===== src/rtl/xlate_pkg.sv =====
package xlate_pkg;
   typedef enum logic [1:0] {
      AREA_LOW  = 2'd0,
      AREA_BANK = 2'd1,
      AREA_HIGH = 2'd2
   } area_e;
endpackage


===== src/rtl/xlate_regs.sv =====
module xlate_regs #(
   parameter int IO_AW = 8,
   parameter int REG_W = 8,
   parameter logic [IO_AW-1:0] PORT_HIGH  = 'h0,
   parameter logic [IO_AW-1:0] PORT_BANK  = 'h1,
   parameter logic [IO_AW-1:0] PORT_BOUND = 'h2,
   parameter logic [REG_W-1:0] BOUND_RST  = 'hF0
) (
   input  logic             clk,
   input  logic             rst_n,
   input  logic [IO_AW-1:0] io_addr,
   input  logic             io_wr,
   input  logic             io_rd,
   input  logic [REG_W-1:0] io_wdata,
   output logic [REG_W-1:0] io_rdata,
   output logic [REG_W-1:0] high_base,
   output logic [REG_W-1:0] bank_base,
   output logic [REG_W-1:0] boundary
);
   localparam int NREG = 3;
   localparam logic [IO_AW-1:0] PORT_MAP [NREG] = '{PORT_HIGH, PORT_BANK, PORT_BOUND};

   if (PORT_HIGH == PORT_BANK || PORT_HIGH == PORT_BOUND || PORT_BANK == PORT_BOUND) begin : g_bad_ports
      $error("xlate_regs: control port addresses must differ");
   end

   logic [REG_W-1:0] reg_q [NREG];
   logic [NREG-1:0]  hit;

   for (genvar i = 0; i < NREG; i++) begin : g_reg
      localparam logic [REG_W-1:0] RST_VAL = (i == NREG-1) ? BOUND_RST : '0;
      assign hit[i] = (io_addr == PORT_MAP[i]);
      always_ff @(posedge clk or negedge rst_n) begin
         if (!rst_n)
            reg_q[i] <= RST_VAL;
         else if (io_wr && hit[i])
            reg_q[i] <= io_wdata;
      end
   end

   always_comb begin
      io_rdata = '0;
      if (io_rd) begin
         for (int k = 0; k < NREG; k++)
            if (hit[k]) io_rdata = reg_q[k];
      end
   end

   assign high_base = reg_q[0];
   assign bank_base = reg_q[1];
   assign boundary  = reg_q[2];
endmodule


===== src/rtl/xlate_area.sv =====
module xlate_area
   import xlate_pkg::*;
#(
   parameter int LA_W  = 16,
   parameter int NIB_W = 4
) (
   input  logic [LA_W-1:0]    log_addr,
   input  logic [2*NIB_W-1:0] boundary,
   output area_e              area
);
   logic [NIB_W-1:0] page, bank_start, high_start;

   assign page       = log_addr[LA_W-1 -: NIB_W];
   assign bank_start = boundary[NIB_W-1:0];
   assign high_start = boundary[2*NIB_W-1 -: NIB_W];

   // Upper comparison first, so a reversed boundary still decodes cleanly
   always_comb begin
      if (page >= high_start)
         area = AREA_HIGH;
      else if (page >= bank_start)
         area = AREA_BANK;
      else
         area = AREA_LOW;
   end
endmodule


===== src/rtl/xlate_sum.sv =====
module xlate_sum #(
   parameter int LA_W    = 16,
   parameter int PA_W    = 20,
   parameter int PAGE_W  = 12,
   parameter int BASE_W  = 8,
   parameter int LATENCY = 0
) (
   input  logic              clk,
   input  logic              rst_n,
   input  logic [LA_W-1:0]   log_addr,
   input  logic [BASE_W-1:0] base,
   output logic [PA_W-1:0]   phys_addr
);
   localparam int HI_W = PA_W - PAGE_W;

   if (HI_W != BASE_W) begin : g_bad_width
      $error("xlate_sum: base width must cover the physical page number");
   end
   if (LATENCY != 0 && LATENCY != 1) begin : g_bad_lat
      $error("xlate_sum: LATENCY must be 0 or 1");
   end

   // Only the page number is added; the offset bypasses the adder
   logic [HI_W-1:0] hi_sum;
   logic [PA_W-1:0] sum;

   assign hi_sum = HI_W'(log_addr[LA_W-1:PAGE_W]) + base;
   assign sum    = {hi_sum, log_addr[PAGE_W-1:0]};

   if (LATENCY == 0) begin : g_comb
      assign phys_addr = sum;
   end else begin : g_reg
      always_ff @(posedge clk or negedge rst_n) begin
         if (!rst_n) phys_addr <= '0;
         else        phys_addr <= sum;
      end
   end
endmodule


===== src/rtl/bank_xlate.sv =====
module bank_xlate
   import xlate_pkg::*;
#(
   parameter int LA_W    = 16,
   parameter int PA_W    = 20,
   parameter int REG_W   = 8,
   parameter int IO_AW   = 8,
   parameter logic [IO_AW-1:0] PORT_HIGH  = 'h0,
   parameter logic [IO_AW-1:0] PORT_BANK  = 'h1,
   parameter logic [IO_AW-1:0] PORT_BOUND = 'h2,
   parameter int LATENCY = 0
) (
   input  logic             clk,
   input  logic             rst_n,
   input  logic [IO_AW-1:0] io_addr,
   input  logic             io_wr,
   input  logic             io_rd,
   input  logic [REG_W-1:0] io_wdata,
   output logic [REG_W-1:0] io_rdata,
   input  logic [LA_W-1:0]  log_addr,
   output logic [PA_W-1:0]  phys_addr
);
   localparam int NIB_W  = REG_W / 2;
   localparam int PAGE_W = LA_W - NIB_W;
   localparam logic [REG_W-1:0] BOUND_RST = {{NIB_W{1'b1}}, {NIB_W{1'b0}}};

   if (PA_W != PAGE_W + REG_W || PA_W <= LA_W || (REG_W % 2) != 0) begin : g_bad_geom
      $error("bank_xlate: inconsistent address or register widths");
   end

   logic [REG_W-1:0] high_q, bank_q, bound_q, base;
   area_e            area;

   xlate_regs #(
      .IO_AW(IO_AW), .REG_W(REG_W),
      .PORT_HIGH(PORT_HIGH), .PORT_BANK(PORT_BANK), .PORT_BOUND(PORT_BOUND),
      .BOUND_RST(BOUND_RST)
   ) u_regs (
      .clk(clk), .rst_n(rst_n),
      .io_addr(io_addr), .io_wr(io_wr), .io_rd(io_rd),
      .io_wdata(io_wdata), .io_rdata(io_rdata),
      .high_base(high_q), .bank_base(bank_q), .boundary(bound_q)
   );

   xlate_area #(.LA_W(LA_W), .NIB_W(NIB_W)) u_area (
      .log_addr(log_addr), .boundary(bound_q), .area(area)
   );

   always_comb begin
      unique case (area)
         AREA_HIGH: base = high_q;
         AREA_BANK: base = bank_q;
         default:   base = '0;
      endcase
   end

   xlate_sum #(
      .LA_W(LA_W), .PA_W(PA_W), .PAGE_W(PAGE_W), .BASE_W(REG_W), .LATENCY(LATENCY)
   ) u_sum (
      .clk(clk), .rst_n(rst_n),
      .log_addr(log_addr), .base(base), .phys_addr(phys_addr)
   );
endmodule


===== config.mk =====
export PLATFORM = sky130hd
export DESIGN_NAME = bank_xlate
export DESIGN_NICKNAME = d
export VERILOG_FILES = /design/src/rtl/xlate_pkg.sv /design/src/rtl/xlate_regs.sv /design/src/rtl/xlate_area.sv /design/src/rtl/xlate_sum.sv /design/src/rtl/bank_xlate.sv
export SDC_FILE = /design/constraint.sdc
export NUM_CORES = 1
export LEC_CHECK = 0
export ABC_AREA = 0
export BUFFER_PORTS_ARGS = -buffer_cell sky130_fd_sc_hd__buf_2
export CAP_MARGIN = 20
export CORE_AREA = 2 2 64 66
export DETAILED_ROUTE_END_ITERATION = 10
export DIE_AREA = 0 0 66 68
export PLACE_DENSITY = 0.77
export SETUP_SLACK_MARGIN = 0.1
export SLEW_MARGIN = 20
export SYNTH_ARGS = -nofsm -noshare
export SYNTH_HDL_FRONTEND = slang
export SYNTH_SLANG_ARGS = --single-unit

===== constraint.sdc =====
create_clock -name clk -period 9.3 [get_ports clk]
set_input_delay 0.93 -clock clk [delete_from_list [all_inputs] [get_ports clk]]
set_output_delay 0.93 -clock clk [all_outputs]
set_load 0.05 [all_outputs]

==> metrics.txt, run 1 <==
ranking of synthesized cells by area=dfrtp_1 (28%), mux2_2 (15%), ha_1 (8.5%); Register Area=about 610 um^2; die area=between 4000 and 5000 um^2; Inserted Clock Buffers=3; Via Count=1426; async set or reset register ratio after synthesis=between 90% and 100%; CTS H-tree depth=1; Final Core Density=51.8%; clock slew at reported path FFs=about 0.090 ns; register area share after synthesis=about 34%; Filler Cell Count=373; crit-path max FO=5; top-count cell post-synth=nor2_1; Worst Path Arrival=4.04 ns; initial antenna violation count=0; critical path type=input pin to primary output; nets=roughly 260; Period minus WS final=roughly 5.0 ns; Antenna diodes=0; num ports=64; Hold Crit Class=flop to flop; Final Setup Violations=0; crit-path max cell delay=0.40 ns; commonest cells in the netlist=nor2_1 (25), mux2_2 (24), dfrtp_1 (20); Routed Antenna Nets=0; critical path cell sequence=buf_2 > inv_1 > ha_1 > or3b_1 > a21oi_1 > and3_1 > a22o_1 > ha_1 > inv_1 > fa_1 > nor2b_1 > o21ai_0 > a221oi_1 > xor2_1 > buf_2; Worst path slowest cell=fa_1; DR iter-0 viols=58; final setup margin=4.33 ns; Post-synth top flop=dfrtp_1; DRC=0; Required @ worst endpoint=8.37 ns; Fmax achieved=0.201 GHz; clk_skew=0 ns; vias in the first global route=1264; cells after synthesis=roughly 180; post-CTS sizing=0; RSZ-0062 raised after global routing=no; Post-synth EDFFs=0; pre-CTS setup slack=about 4.3 ns; CTS tree=done; status=finished clean; Hold Fails Final Rpt=0; GPL Wtd Cong=about 0.84; die outline width=~66 um; aggregate global-route resource usage=roughly 18%; Worst setup SP type=input pin; Post-Syn Nets=233; Root Driver=clkbuf_8; max cap viols=0; Layout area overhead=12.6%; # port buffers=39; die height=68 um; Yosys reg bits=24; Final Total Pwr=0.259 mW; GR Overflow Total=0; share of layout cells above drive strength 1=36.5%; Yosys warning total=0; Avg WL per Cell=approximately 15 um; average via count per standard cell=5.46; Slew HR=46.7%; Worst Max-Slew Pin Slew=0.798 ns; DP Area=1920 um^2; IR drop worst, VDD=0.000128 V; Crit. End Element=primary output; FF-to-FF setup slack=about 8.5 ns; Slew Limit Fails=0; leakage=1.03 nW; final worst-path cycle share=53.5%; final instance area=approximately 2000 um^2; Yosys top cell by area=dfrtp_1; largest net degree at the start of global routing=25; Setup TNS Final=0 ns; Skew-Pair Late Insertion Delay=~0.27 ns; clk buf depth=2; area of the multi-input gates=~1000 um^2; TritonRoute pass-1 iters=4; # hold bufs at CTS=0; synth unique cells=32; Yosys top cell area share=28.2%; Clock Sinks=24; core area=3860 um^2; HPWL Detailed=3060 um; Mean Syn Cell Area=9.63 um^2; first-pass GRT wire length=6100 um; Mapped Area=1770 um^2; Cell Rows=23; postcts setup bufs=0; WL final=3890 um; PD cells=130 nW/um^2; Starting Density=45.9%
## sequential cells by signal, indices dropped and copies added, names as in the netlist
register          flops
u_regs.boundary       8
u_regs.high_base      8
u_regs.bank_base      8
## cells by family after synthesis
kind of cell	share of synthesized area, %
AOI/OAI and AO/OA	10.9
adders and majority gates	9.60
and+or+nand+nor	18.4
buffers and inverters	8.69
xor gates and xnor gates	2.97
DFF	34.2
muxes	15.3
## worst paths after layout
path | start | to | cells past startpoint
worst max-delay path | log_addr[12] | phys_addr[18] | 15
worst min-delay path | u_regs.boundary[2]$_DFFE_PN0P_ | u_regs.boundary[2]$_DFFE_PN0P_ | 1
worst max register to register | u_regs.high_base[5]$_DFFE_PN0P_ | u_regs.high_base[5]$_DFFE_PN0P_ | 1
worst min register to register | u_regs.boundary[2]$_DFFE_PN0P_ | u_regs.boundary[2]$_DFFE_PN0P_ | 1
max in group asynchronous | rst_n | u_regs.boundary[6]$_DFFE_PN1P_ | 1
min in group asynchronous | rst_n | u_regs.boundary[3]$_DFFE_PN0P_ | 1
## placed cells by master (no fill, tap or decap), drive strengths merged, types with 6 or more instances in the layout
cell type  instances
buf               39
nor2              25
mux2              24
dfrtp             20
inv               13
a21oi             12
ha                12
nor3               9
nand2              8
nand3              6
## metrics by stage
step | std cells | hold WS [ns]
5_1_grt | 261 | 0.556
3_5_place_dp | 257 | 0.526
4_1_cts | 261 | 0.547
3_3_place_gp | 257 | 0.517
2_1_floorplan | 184 | 0.503
6_report | 261 | 0.543
## worst max-delay path, delay by kind of cell
kind	cells	cell delay, ns
fa+ha+maj	3	0.85
simple gates	3	0.79
compound gates	4	0.79
buf+inv	4	0.49
xor+xnor	1	0.18
## power by group
| part | switching, mW | internal (mW) | total, mW | leakage [nW] |
|---|---|---|---|---|
| Clock | 0.0341 | 0.0575 | 0.0916 | 0.0357 |
| Combinational | 0.0340 | 0.0187 | 0.0528 | 0.681 |
| Sequential | 0.00480 | 0.110 | 0.115 | 0.317 |
## layer usage
layer | up-vias | wire length [um] | track usage [%] | share of wire (%)
met1 | 685 | 1830 | 25.1 | 47
li1 | 689 | - | - | -
met4 | 0 | 25 | 4.34 | 0.64
met2 | 48 | 1810 | 29.4 | 47
met5 | - | 0 | 0 | 0
met3 | 4 | 225 | 1.48 | 5.8
## area by class of cell
cell class	count	area share, %
tap	50	3.13
timing repair buffer	39	9.78
multi-input combinational	131	50.7
inverter	13	2.45
sequential	24	30.3
clock buffer	3	2.07
clock inverter	1	1.50
No activity file was read; power rests on OpenSTA's default activity.
==> run 2: changes to the inputs <==
--- a/config.mk
+++ b/config.mk
@@ -8,10 +8,10 @@
 export ABC_AREA = 0
 export BUFFER_PORTS_ARGS = -buffer_cell sky130_fd_sc_hd__buf_2
 export CAP_MARGIN = 20
-export CORE_AREA = 2 2 64 66
+export CORE_AREA = 2 2 66 68
 export DETAILED_ROUTE_END_ITERATION = 10
-export DIE_AREA = 0 0 66 68
-export PLACE_DENSITY = 0.77
+export DIE_AREA = 0 0 68 70
+export PLACE_DENSITY = 0.76
 export SETUP_SLACK_MARGIN = 0.1
 export SLEW_MARGIN = 20
 export SYNTH_ARGS = -nofsm -noshare
==> constraint.sdc (replaced) <==
create_clock -name clk -period 4.1 [get_ports clk]
set_input_delay 0.41 -clock clk [delete_from_list [all_inputs] [get_ports clk]]
set_output_delay 0.41 -clock clk [all_outputs]
set_load 0.05 [all_outputs]
==> metrics.txt, run 2 (synthesized netlist as in run 1, its figures left out) <==
DR iter-0 viols=53 (was 58); switching share of total power=28.4% (was 28.1%); Worst setup SP type=flop (was input pin); critical path cell sequence=inv_1 > ha_1 > or3b_4 > a21oi_4 > and3_4 > a22o_1 > ha_2 > inv_1 > fa_2 > nor2b_2 > o21ai_2 > a221oi_2 > xor2_1 > buf_4 (was buf_2 > inv_1 > ha_1 > or3b_1 > a21oi_1 > and3_1 > a22o_1 > ha_1 > inv_1 > fa_1 > nor2b_1 > o21ai_0 > a221oi_1 > xor2_1 > buf_2); Crit. End Element=primary output (unchanged); largest net degree at the start of global routing=25 (unchanged); FF-to-FF setup slack=3.27 ns (was 8.46 ns); Logic pwr share=21.3% (was 20.4%); Antenna diodes=0 (unchanged); Slew Limit Fails=0 (unchanged); met3 Use GR=2.58% (was 1.48%); final worst-path cycle share=between 90% and 100%; RSZ-0062 raised after global routing=yes (was no); clk buf depth=2 (unchanged); area of the multi-input gates=1060 um^2 (was 1010 um^2); clk_skew=0 ns (unchanged); Worst path slowest cell=dfstp_2 (was fa_1); DRC=0 (unchanged); Skew-Pair Late Insertion Delay=0.27 ns (about the same); # hold bufs at CTS=0 (unchanged); Worst Max-Slew Pin Slew=0.777 ns (was 0.798 ns); share of layout cells above drive strength 1=41.8% (was 36.5%); max cap viols=0 (unchanged); Setup TNS Final=0 ns (unchanged); # port buffers=39 (unchanged); Register Area=606 um^2 (unchanged); Final Total Pwr=0.597 mW (was 0.259 mW); GR Overflow Total=0 (unchanged); core area=4140 um^2 (was 3860 um^2); Slew HR=48.1% (was 46.7%); Filler Cell Count=387 (was 373); CTS H-tree depth=1 (unchanged); Inserted Clock Buffers=3 (unchanged); WP buf/inv=3 (was 4); vias in the first global route=1365 (was 1264); most common cell after layout, fill and taps aside=buf_2 (unchanged); Most common cell on crit path=inv_1; Root Driver=clkbuf_8 (unchanged); first-pass GRT wire length=6440 um (was 6100 um); PD cells=289 nW/um^2 (was 130 nW/um^2); met2 GRT Util=27.5% (was 29.4%); crit-path max FO=5 (unchanged); TritonRoute pass-1 iters=4 (unchanged); Cell Rows=24 (was 23); critical path type=flop to primary output (was input pin to primary output); Required @ worst endpoint=3.69 ns (was 8.37 ns); HPWL Detailed=3110 um (was 3060 um); Clock Sinks=24 (unchanged); die area=4760 um^2 (was 4490 um^2); die height=70 um (was 68 um); IR drop worst, VDD=0.000207 V (was 0.000128 V); clock slew at reported path FFs=0.09 ns (about the same); critical path launch point=u_regs.boundary[5]$_DFFE_PN1P_ (was log_addr[12]); Psw=0.169 mW (was 0.0729 mW); Worst Path Arrival=3.43 ns (was 4.04 ns); initial antenna violation count=0 (unchanged); aggregate global-route resource usage=17.8% (was 17.7%); GPL Wtd Cong=0.810 (was 0.837); crit-path max cell delay=0.55 ns (was 0.40 ns); Final Setup Violations=0 (unchanged); Fmax achieved=approximately 0.26 GHz; Hold Fails Final Rpt=0 (unchanged); Final Core Density=49.8% (was 51.8%); worst flop-to-flop path startpoint=u_regs.high_base[4]$_DFFE_PN0P_ (was u_regs.high_base[5]$_DFFE_PN0P_); nets=263 (was 261); Period minus WS final=3.84 ns; WL final=3940 um (was 3890 um); num ports=64 (unchanged); delay-heaviest family, CP=simple AND/OR/NAND/NOR gates (was adder cells); most frequent cells in the layout=buf_2 (37), nor2_1 (25), mux2_2 (24), dfrtp_1 (20), inv_1 (13) (was buf_2 (39), nor2_1 (25), mux2_2 (24), dfrtp_1 (20), inv_1 (13)); Global Route met1 Usage=24.9% (was 25.1%); Via Count=1440 (was 1426); leakage=1.05 nW (was 1.03 nW); average via count per standard cell=5.43 (was 5.46); die outline width=68 um (was 66 um); Starting Density=42.8% (was 45.9%); status=finished clean (unchanged); Most Crowded Layer GR=met2 (unchanged); Clk network pwr share=35.1% (was 35.3%); Hold Crit Class=input pin to async pin (was flop to flop); CTS tree=done (unchanged); Routed Antenna Nets=0 (unchanged); Avg WL per Cell=14.9 um (about the same); internal power=0.427 mW (was 0.186 mW); Layout area overhead=16.5% (was 12.6%); Sequential Power Share=43.6% (was 44.3%)
## run 2: cell types whose count changed in the layout (fill, tap and decap cells not counted), sizes merged
cell	before	now
buf	39	41
## run 2: layout make-up
cell class	instances	share of cell area, %
inverters	13	2.37
repair buffers	41	10.4
flip-flops and latches	24	29.4
well taps	52	3.15
multi-input cells	131	51.2
clock buffers	3	2.00
clock inverters	1	1.46
## run 2: timing repair
action / CTS / global route
gates resized for setup: 7 / 8
endpoints found under the setup margin: 2 / 3
pin swaps: 3 / 2
buffers inserted: 1 / 0
## run 2: path summary, 6_finish.rpt
kind,to,cells past startpoint
worst max-delay path,phys_addr[18],14
worst min-delay path,u_regs.high_base[5]$_DFFE_PN0P_,1
worst max register to register,u_regs.high_base[4]$_DFFE_PN0P_,1
worst min register to register,u_regs.high_base[3]$_DFFE_PN0P_,1
max in group asynchronous,u_regs.bank_base[0]$_DFFE_PN0P_,1
min in group clk,u_regs.high_base[6]$_DFFE_PN0P_,2
## run 2: stage by stage
stage	area, um^2	hold slack, ns	instances	setup WS [ns]
floorplan	1770	0.114	184	0.138
global placement	1930	0.417	260	0.213
detailed placement	1930	0.430	260	0.133
CTS	2030	0.128	265	0.111
global route	2060	0.146	265	0.0765
finish	2060	0.108	265	0.264
## run 2: power groups by stage
stage	Combinational, mW	Sequential (mW)	Clock, mW
final	0.127	0.260	0.209
after global routing	0.140	0.262	0.224
after CTS	0.125	0.260	0.212
after detailed placement	0.121	0.264	0
after global placement	0.118	0.264	0
after floorplan	0.115	0.261	0
## run 2: per-layer routing
layer | part of all wire [%] | vias up
li1 | - | 696
met1 | 43 | 692
met2 | 49 | 41
met3 | 5.8 | 11
met4 | 1.7 | 0
met5 | 0 | -
==> run 3: changes to the inputs <==
--- a/config.mk
+++ b/config.mk
@@ -8,10 +8,10 @@
 export ABC_AREA = 0
 export BUFFER_PORTS_ARGS = -buffer_cell sky130_fd_sc_hd__buf_2
 export CAP_MARGIN = 20
-export CORE_AREA = 2 2 66 68
+export CORE_AREA = 2 2 61 74
 export DETAILED_ROUTE_END_ITERATION = 10
-export DIE_AREA = 0 0 68 70
-export PLACE_DENSITY = 0.76
+export DIE_AREA = 0 0 63 76
+export PLACE_DENSITY = 0.75
 export SETUP_SLACK_MARGIN = 0.1
 export SLEW_MARGIN = 20
 export SYNTH_ARGS = -nofsm -noshare
==> metrics.txt, run 3 (synthesized netlist as in run 1, its figures left out) <==
PD cells=261 nW/um^2 (was 289 nW/um^2); clk buf depth=2 (unchanged); Cell Rows=26 (was 24); Worst path slowest cell=dfstp_2 (unchanged); Setup TNS Final=0 ns (unchanged); average via count per standard cell=5.40 (was 5.43); Clock Sinks=24 (unchanged); nets=265 (was 263); Slew Limit Fails=0 (unchanged); DR iter-0 viols=39 (was 53); Root Driver=clkbuf_8 (unchanged); Fmax achieved=0.255 GHz (was 0.261 GHz); WL final=4140 um (was 3940 um); critical path cell sequence=ha_1 > or3b_4 > a21oi_4 > and3_4 > a22o_1 > ha_2 > inv_1 > fa_2 > nor2b_2 > o21ai_2 > a221oi_2 > xor2_1 > buf_4 (was inv_1 > ha_1 > or3b_4 > a21oi_4 > and3_4 > a22o_1 > ha_2 > inv_1 > fa_2 > nor2b_2 > o21ai_2 > a221oi_2 > xor2_1 > buf_4); Hold Fails Final Rpt=0 (unchanged); leakage=1.04 nW (was 1.05 nW); crit-path max cell delay=0.57 ns (was 0.55 ns); Slew HR=42.3% (was 48.1%); most frequent cells in the layout=buf_2 (37), nor2_1 (25), mux2_2 (24), dfrtp_1 (20), inv_1 (13) (unchanged); Layout area overhead=16.1% (was 16.5%); vias in the first global route=1405 (was 1365); final setup margin=0.177 ns (was 0.264 ns); Starting Density=42.9% (was 42.8%); Antenna diodes=0 (unchanged); GPL Wtd Cong=0.891 (was 0.810); initial antenna violation count=0 (unchanged); Required @ worst endpoint=3.69 ns (about the same); Routed Antenna Nets=0 (unchanged); Final Setup Violations=0 (unchanged); FF-to-FF setup slack=3.23 ns (was 3.27 ns); IR drop worst, VDD=0.0000987 V (was 0.000207 V); Skew-Pair Late Insertion Delay=0.27 ns (about the same); die outline width=63 um (was 68 um); Inserted Clock Buffers=3 (unchanged); Worst Max-Slew Pin Slew=0.863 ns (was 0.777 ns); most common cell after layout, fill and taps aside=buf_2 (unchanged); Avg WL per Cell=15.3 um (was 14.9 um); max cap viols=0 (unchanged); TritonRoute pass-1 iters=4 (unchanged); first-pass GRT wire length=6910 um (was 6440 um); clock slew at reported path FFs=0.08 ns (was 0.09 ns); CTS H-tree depth=1 (unchanged); aggregate global-route resource usage=17.9% (was 17.8%); largest net degree at the start of global routing=25 (unchanged); Worst Path Arrival=3.51 ns (was 3.43 ns); # hold bufs at CTS=0 (unchanged); critical path type=flop to primary output (unchanged); core area=4130 um^2 (was 4140 um^2); CTS tree=done (unchanged); # port buffers=39 (unchanged); Most Crowded Layer GR=met2 (unchanged); Via Count=1463 (was 1440); num ports=64 (unchanged); met3 Use GR=1.62% (was 2.58%); met2 GRT Util=30.9% (was 27.5%); Global Route met1 Usage=22.6% (was 24.9%); share of layout cells above drive strength 1=41.9% (was 41.8%); Crit. End Element=primary output (unchanged); pre-CTS setup slack=0.119 ns (was 0.133 ns); Hold Crit Class=input pin to async pin (unchanged); clk_skew=0 ns (unchanged); status=finished clean (unchanged); final worst-path cycle share=95.7% (was 93.6%); Cells after DPL=264 (was 260); DRC=0 (unchanged); GR Overflow Total=0 (unchanged); RSZ-0062 raised after global routing=yes (unchanged); die height=76 um (was 70 um); crit-path max FO=3 (was 5); HPWL Detailed=3100 um (was 3110 um); Period minus WS final=3.92 ns (was 3.84 ns); die area=4790 um^2 (was 4760 um^2); Worst setup SP type=flop (unchanged); Final Non-Filler Cells=271 (was 265)
-- run 3: critical path, delay by kind of cell, from the launching register on --
kind / cells / cell delay, ns
DFF: 1 / 0.57
xor gates and xnor gates: 1 / 0.18
and+or+nand+nor: 3 / 0.80
adders and majority gates: 3 / 0.77
buffers and inverters: 2 / 0.27
AOI/OAI and AO/OA: 4 / 0.64
-- run 3: per-layer routing --
| metal | share of wire [%] | wire, um |
|---|---|---|
| met5 | 0 | 0 |
| met4 | 2.2 | 92 |
| met3 | 4.0 | 164 |
| met2 | 52 | 2180 |
| met1 | 41 | 1710 |
-- run 3: repair_timing --
item	CTS	global route
endpoints found under the setup margin	3	3
pin swaps	4	6
endpoints found under the hold margin	0	0
setup buffers	2	1
gates resized for setup	8	8
-- run 3: layout make-up --
type	instances	area, um^2
Tap cell	56	70.1
Timing Repair Buffer	43	230
Multi-Input combinational cell	131	1060
Inverter	13	48.8
Clock buffer	4	45.0
Fill cell	402	2070
Sequential cell	24	606
-- run 3: final timing paths --
| check | from | to | cells after the start |
|---|---|---|---|
| max in group asynchronous | rst_n | u_regs.boundary[4]$_DFFE_PN1P_ | 1 |
| worst min register to register | u_regs.boundary[2]$_DFFE_PN0P_ | u_regs.boundary[2]$_DFFE_PN0P_ | 1 |
| worst max-delay path | u_regs.boundary[4]$_DFFE_PN1P_ | phys_addr[18] | 13 |
| min in group clk | io_wdata[2] | u_regs.high_base[2]$_DFFE_PN0P_ | 2 |
| worst max register to register | u_regs.boundary[4]$_DFFE_PN1P_ | u_regs.boundary[4]$_DFFE_PN1P_ | 2 |
| worst min-delay path | rst_n | u_regs.boundary[2]$_DFFE_PN0P_ | 1 |
-- run 3: report_power, final --
part	internal, mW	total [mW]	leakage (nW)	switching [mW]
registers	0.249	0.260	0.317	0.0106
logic	0.0484	0.130	0.704	0.0817
clock network	0.0697	0.148	0.0228	0.0781
-- run 3: through the flow --
| stage | hold slack (ns) | power (mW) | cell area [um^2] | util [%] |
|---|---|---|---|---|
| after floorplan | 0.114 | 0.376 | 1770 | - |
| after global placement | 0.417 | 0.383 | 1940 | 46.9 |
| after detailed placement | 0.426 | 0.385 | 1940 | 46.9 |
| after CTS | 0.125 | 0.535 | 2030 | 49.0 |
| after global routing | 0.143 | 0.564 | 2060 | 49.8 |
| final | 0.116 | 0.538 | 2060 | 49.8 |
